===== src/rtl/serial_rx_core.sv =====
module serial_rx_core (
  input  logic       clk,
  input  logic       rst,
  input  logic       rxc_en,
  input  logic       rxd,
  input  logic [7:0] mode,
  input  logic       rx_enable,
  input  logic       err_clear,
  input  logic       rd_strobe,
  output logic [7:0] rx_data,
  output logic       rx_ready,
  output logic       parity_err,
  output logic       frame_err,
  output logic       overrun_err
);
  localparam int CNT_W = 7;

  typedef enum logic [2:0] {IDLE, START, DATA, PAR, STOP} st_t;

  st_t              st;
  logic [CNT_W-1:0] cnt;
  logic [CNT_W-1:0] div;
  logic [2:0]       idx;
  logic [7:0]       shreg;
  logic             par_acc;
  logic             par_bad;

  always_comb begin
    case (mode[1:0])
      2'b10:   div = CNT_W'(16);
      2'b11:   div = CNT_W'(64);
      default: div = CNT_W'(1);
    endcase
  end

  wire       oversample = mode[1];
  wire [2:0] last_idx   = {1'b1, mode[3:2]};
  wire       sample     = rxc_en && (cnt == div);
  wire       done       = rx_enable && (st == STOP) && sample;

  always_ff @(posedge clk) begin
    if (rst || !rx_enable) begin
      st      <= IDLE;
      cnt     <= CNT_W'(1);
      idx     <= '0;
      shreg   <= '0;
      par_acc <= 1'b0;
      par_bad <= 1'b0;
    end else if (rxc_en) begin
      cnt <= (cnt == div) ? CNT_W'(1) : cnt + CNT_W'(1);
      case (st)
        IDLE: begin
          cnt <= CNT_W'(1);
          if (!rxd) begin
            st      <= oversample ? START : DATA;
            idx     <= '0;
            shreg   <= '0;
            par_acc <= 1'b0;
            par_bad <= 1'b0;
          end
        end
        START: if (cnt == (div >> 1)) begin
          cnt <= CNT_W'(1);
          st  <= rxd ? IDLE : DATA;
        end
        DATA: if (sample) begin
          shreg[idx] <= rxd;
          par_acc    <= par_acc ^ rxd;
          if (idx == last_idx) st <= mode[4] ? PAR : STOP;
          else                 idx <= idx + 3'd1;
        end
        PAR: if (sample) begin
          par_bad <= ((par_acc ^ rxd) == mode[5]);
          st      <= STOP;
        end
        STOP: if (sample) st <= IDLE;
        default: st <= IDLE;
      endcase
    end
  end

  always_ff @(posedge clk) begin
    if (rst) begin
      rx_data     <= '0;
      rx_ready    <= 1'b0;
      parity_err  <= 1'b0;
      frame_err   <= 1'b0;
      overrun_err <= 1'b0;
    end else begin
      if (done) begin
        rx_data  <= shreg;
        rx_ready <= 1'b1;
      end else if (rd_strobe) begin
        rx_ready <= 1'b0;
      end
      parity_err  <= (parity_err  & ~err_clear) | (done & par_bad);
      frame_err   <= (frame_err   & ~err_clear) | (done & ~rxd);
      overrun_err <= (overrun_err & ~err_clear) | (done & rx_ready & ~rd_strobe);
    end
  end
endmodule



===== config.mk =====
export PLATFORM = sky130hd
export DESIGN_NAME = serial_rx_core
export DESIGN_NICKNAME = d
export VERILOG_FILES = /design/src/rtl/serial_rx_core.sv
export SDC_FILE = /design/constraint.sdc
export NUM_CORES = 1
export LEC_CHECK = 0
export BUFFER_PORTS_ARGS = -buffer_cell sky130_fd_sc_hd__buf_2
export CORE_MARGIN = 3
export CORE_UTILIZATION = 40
export DETAILED_ROUTE_END_ITERATION = 6
export GPL_ROUTABILITY_DRIVEN = 0
export PLACE_DENSITY = 0.64
export SYNTH_ARGS = -nofsm -noshare
export SYNTH_HDL_FRONTEND = slang
export SYNTH_SLANG_ARGS = --single-unit

===== constraint.sdc =====
create_clock -name clk -period 1.92 [get_ports clk]
set_input_delay 0.096 -clock clk [delete_from_list [all_inputs] [get_ports clk]]
set_output_delay 0.096 -clock clk [all_outputs]
set_load 0.02 [all_outputs]

Yosys cells after proc, flatten, opt, wreduce, memory -nomap -nowiden
Index checks and enable logic that the tools add are counted.
{"block": "word_totals", "ff_bits": 35, "in_bits": 15, "out_inout_bits": 12, "elab_cells": 91}
{"block": "classes", "n_addsub": 2, "n_lt_le_gt_ge": 2, "n_eq_ne": 17, "muxes": 31, "bitwise_logic": 14, "reduce_logical": 14}
{"operator": "$mux W3", "n": 10}
{"operator": "$pmux W7 S2", "n": 2}
{"operator": "$mux W8", "n": 2}
{"operator": "$pmux W8 S2", "n": 1}
{"operator": "$pmux W3 S5", "n": 1}
{"operator": "$mux W7", "n": 2}
{"operator": "$ne A2 B2 Y1 const B", "n": 7}
{"operator": "$bwmux W8", "n": 1}
{"operator": "$reduce_and A4 Y1", "n": 2}
{"operator": "$add A7 B1 Y7 const B", "n": 1}
{"operator": "$and A1 B1 Y1", "n": 7}
{"operator": "$eq A7 B6 Y1", "n": 1}
{"operator": "$eq A7 B7 Y1", "n": 1}
{"operator": "$reduce_and A7 Y1", "n": 1}
{"operator": "$eq A3 B2 Y1 const B", "n": 2}
{"operator": "$mux W1", "n": 6}
{"operator": "$pmux W3 S2", "n": 1}
{"operator": "$reduce_bool A2 Y1", "n": 3}
{"operator": "$reduce_and A5 Y1", "n": 1}
{"operator": "$eq A2 B2 Y1 const B", "n": 2}
{"operator": "$logic_and A1 B1 Y1", "n": 4}
{"operator": "$lt A3 B4 Y1 const B", "n": 1}
{"operator": "$mux W2", "n": 2}
{"operator": "$pmux W1 S2", "n": 2}
{"operator": "13 further kinds", "n": 17}

Longest topological paths before layout
{"block": "logic_depth", "word_depth": 8, "depth_mapped": 8, "ltp_nobuf": 7}

Worst setup path before layout
No wires, ideal clock.
{"block": "synth_timing", "path_type": "reg2reg", "startpoint": "register cnt[4]", "endpoint": "register rx_data[0]", "setup_time_ns": 0.128, "arrival_ns": 1.716, "required_ns": 1.792, "setup_slack_ns": 0.076, "stages_incl_launch_ff": 8, "path_buffers": 2, "synth_period_minus_slack_ns": 1.844, "path_cell_list": "dfxtp_1 > buf_4 > or3b_4 > a211oi_4 > o2111ai_1 > buf_2 > mux2i_1 > nor2_1"}
{"block": "synth_between", "elab_chain_len": 3}
{"element": "start: declaration", "line_no": "21", "text": "logic [CNT_W-1:0] cnt;"}
{"element": "start signal: assignment", "line_no": "50", "text": "cnt <= (cnt == div) ? CNT_W'(1) : cnt + CNT_W'(1);"}
{"element": "$eq A7 B7 Y1", "line_no": "38", "text": "wire sample = rxc_en && (cnt == div);"}
{"element": "$logic_and A1 B1 Y1", "line_no": "38"}
{"element": "$logic_and A1 B1 Y1", "line_no": "39", "text": "wire done = rx_enable && (st == STOP) && sample;"}
{"element": "end signal: assignment", "line_no": "91", "text": "rx_data <= shreg;"}
{"element": "end: declaration", "line_no": "10", "text": "output logic [7:0] rx_data,"}
Every way passes these cells.
A chain may end at the register's enable or synchronous reset.

Worst setup path in the final report
{"block": "layout_timing", "startpoint": "register cnt[1]", "endpoint": "register idx[0]"}
{"block": "layout_between", "elab_chain_len": 4}
{"element": "$eq A7 B7 Y1", "line_no": "38"}
{"element": "$logic_and A1 B1 Y1", "line_no": "38"}
{"element": "$ne A2 B2 Y1 (no line)"}
{"element": "$reduce_and A5 Y1 (no line)"}
{"element": "end signal: assignment", "line_no": "70", "text": "else idx <= idx + 3'd1;"}
{"element": "end: declaration", "line_no": "23", "text": "logic [2:0] idx;"}
Every way passes these cells.

==> metrics.txt <==
Post-Synthesis Cells between 200 and 250; half-perimeter wire length after detailed placement about 3.6 mm; per-instance average area after synthesis about 8.1 um2; master cell of the clock root buffer clkbuf_8; transition time at the pin with the least slew margin 0.562 ns; data arrival time of the critical path about 2.1 ns; die height 76.8 um; largest net degree at the start of global routing 15; worst reg2reg path startpoint cnt[1]; number of unique standard cell types used by synthesis 54; vias after detailed routing 1952; leakage power slightly below 1 nW; starting utilization of the core area 41.9%; remaining antenna violation count after routing 0; fraction of layout cells with a size suffix above 1 26.5%; Final Setup Violations 0; Num CTS Buffers 5; logic depth of the worst register-to-register path 5; deepest level of the CTS H-tree 2; wirelength, routed approximately 5 mm; leading cell types by total area after synthesis dfxtp_1 35%, mux2i_1 5.5%, a31oi_1 4.7%; latest clock arrival within the worst-skew pair about 0.30 ns; row count 25; count of final max-slew check failures 0; number of clock sinks seen by CTS 35; Post-Syn Area between 2000 and 2500 um2; required time at the worst-slack endpoint around 2.2 ns; fraction of post-synthesis cell area in the top cell type by area a little over a third; peak clock frequency supported by timing between 0.5 and 0.6 GHz; number of global-route vias before repair ~1.8k; Post-synth EDFFs 0; width of the die about 77 um; run status completed; TritonRoute pass-1 iters 4; area of the die roughly 5900 um2; number of warnings printed during yosys synthesis 0; worst hold path startpoint rd_strobe; crit path launch type register; worst flop-to-flop path endpoint idx[0]; count of buffers from port buffering 24; DRT iter0 DRCs around 140; primary flip-flop cell chosen by synthesis mapping dfxtp_1; crit path max fanout 4; Placed Cells incl. Taps roughly 350; global-route wire length before repair about 8.7 mm; power density over the cells ~670 nW/um2; clock slew at the register clock pins of the worst setup and hold paths around 0.08 ns; worst clock skew around 0.012 ns; overall fraction of global-route tracks in use between 10% and 20%; Post-route DRC 0; asr flop ratio synth 0%; count of maximum capacitance violations 0; Vias per Instance 5.51; Tmin final roughly 1.9 ns; buffers from clock root to sink, at most 2; Diodes inserted 0; net count of the mapped netlist roughly 270; Fin. Hold Viols 0; Max rail drop VDD roughly 0.51 mV; Routed WL per cell 14.2 um; Final #Nets around 300; final standard cell count with taps included and fillers excluded 354; antenna violations before repair 0; Core Footprint 4790 um2; grt total ovfl 0; share of the cycle needed by the critical path after routing 98.7%; post-synthesis to final-layout area growth 25.3%; sequential-to-total area share from yosys stat 34.9%; count of cells along the worst hold path 3; critical path endpoint category register; TritonCTS clock tree built; number of flip-flops and latches in the synthesized netlist 35; Reg2Reg Setup Slack between 0.02 and 0.025 ns; end point of the most critical hold path rx_ready; number of top-level pins 27; Slew headroom between 60% and 70%; type of the tightest min-delay check in2reg; library cell occupying the most area in the post-synthesis netlist dfxtp_1; sum of internal, switching and leakage power around 1.7 mW; category of the critical setup timing path reg2reg; RSZ-0062 raised after global routing true
[cells in the mapped netlist (2+ instances only)]
master,n
a211o_1,5
a21oi_1,13
a2bb2oi_1,2
a31o_2,2
a31oi_1,15
and2_1,2
and3_1,5
buf_2,2
clkbuf_1,14
dfxtp_1,35
ha_1,3
inv_1,12
mux2i_1,11
nand2_1,15
nand2b_1,6
nand3_1,9
nand3b_1,3
nand4_1,5
nand4b_1,3
nor2_1,21
nor2b_1,3
nor3_1,4
nor3b_1,2
nor4_1,2
o211ai_1,2
o21ai_0,12
o21ai_1,2
o21bai_1,3
o22ai_1,2
o31ai_1,4
or3_1,2
xnor2_1,4
[power breakdown]
group | total, mW | internal, mW | switching [mW]
Clock | 0.815 | 0.518 | 0.297
Sequential | 0.730 | 0.727 | 0.00349
Combinational | 0.131 | 0.0532 | 0.0775
[sequential cells by signal, indices dropped and copies added, names as in the netlist]
name,count
par_acc,1
rx_ready,1
shreg,8
rx_data,8
par_bad,1
overrun_err,1
st,3
cnt,7
frame_err,1
idx,3
parity_err,1
[cells in the final DEF, fill, tap and decap left out, types with 9 or more instances in the layout]
cell type,netlist,final
dfxtp_1,35,30
buf_2,2,24
buf_4,1,23
nor2_1,21,20
nand2_1,15,15
a31oi_1,15,15
inv_1,12,12
a21oi_1,13,12
mux2i_1,11,11
o21ai_0,12,11
nand3_1,9,9
[layer usage]
metal | global-route usage (%) | up-vias | wire length, um
li1 | - | 995 | -
met2 | 28.6 | 29 | 2320
met4 | 6.88 | 0 | 62
met5 | 0 | - | 0
met1 | 23.6 | 923 | 2490
met3 | 4.93 | 5 | 166
[worst max-delay path by stage]
stage / cells past startpoint / startpoint / slack (ns) / end
4_1_cts: 5 / cnt[2] / 0.03 / shreg[5]
3_3_place_gp: 5 / cnt[4] / 0.008 / idx[1]
3_5_place_dp: 7 / cnt[6] / 0.008 / cnt[5]
2_1_floorplan: 7 / cnt[4] / 0.08 / rx_data[0]
5_1_grt: 5 / cnt[1] / -0.02 / idx[1]
6_report: 5 / cnt[1] / 0.02 / idx[0]
[what timing repair did]
| action | 4_1_cts | 5_1_grt |
|---|---|---|
| pin swaps | 0 | 5 |
| setup endpoints to repair | 3 | 28 |
| buffers inserted | 0 | 1 |
| hold buffers | 0 | 0 |
| resized for setup | 3 | 15 |
[critical path: stages, from the launching register on]
cell      delay (ns)
dfxtp_2         0.33
or4_4           0.57
a211oi_4        0.27
o21ai_2         0.12
or3b_4          0.40
mux2i_1         0.14
[cell type report]
type                       instances  area [um2]
tap                               67        83.8
multi-input combinational        183        1230
timing repair buffer              49         315
clock buffer                       5        68.8
sequential                        35         707
fill                             441        2270
clock inverter                     3        67.6
inverter                          12        45.0
[cell families after synthesis]
logic type | Yosys count | share of synthesized area, %
simple gates | 92 | 25.5
compound gates | 73 | 24.7
flops | 35 | 34.9
buf+inv | 29 | 5.74
mux | 11 | 5.49
xor+xnor | 4 | 1.75
fa+ha+maj | 3 | 1.87
[stage by stage]
| stage | TNS [ns] | util, % | hold WS [ns] | instance area [um2] | setup WS [ns] |
|---|---|---|---|---|---|
| after CTS | 0 | 51.5 | 0.0982 | 2460 | 0.0253 |
| after floorplan | 0 | - | 0.165 | 2010 | 0.0763 |
| after global placement | 0 | 48.5 | 0.397 | 2320 | 0.00830 |
| after global routing | -0.0951 | 52.5 | 0.126 | 2510 | -0.0244 |
| final | 0 | 52.5 | 0.0980 | 2510 | 0.0248 |
| after detailed placement | 0 | 48.5 | 0.405 | 2320 | 0.00762 |
No activity file was read; power rests on OpenSTA's default activity.
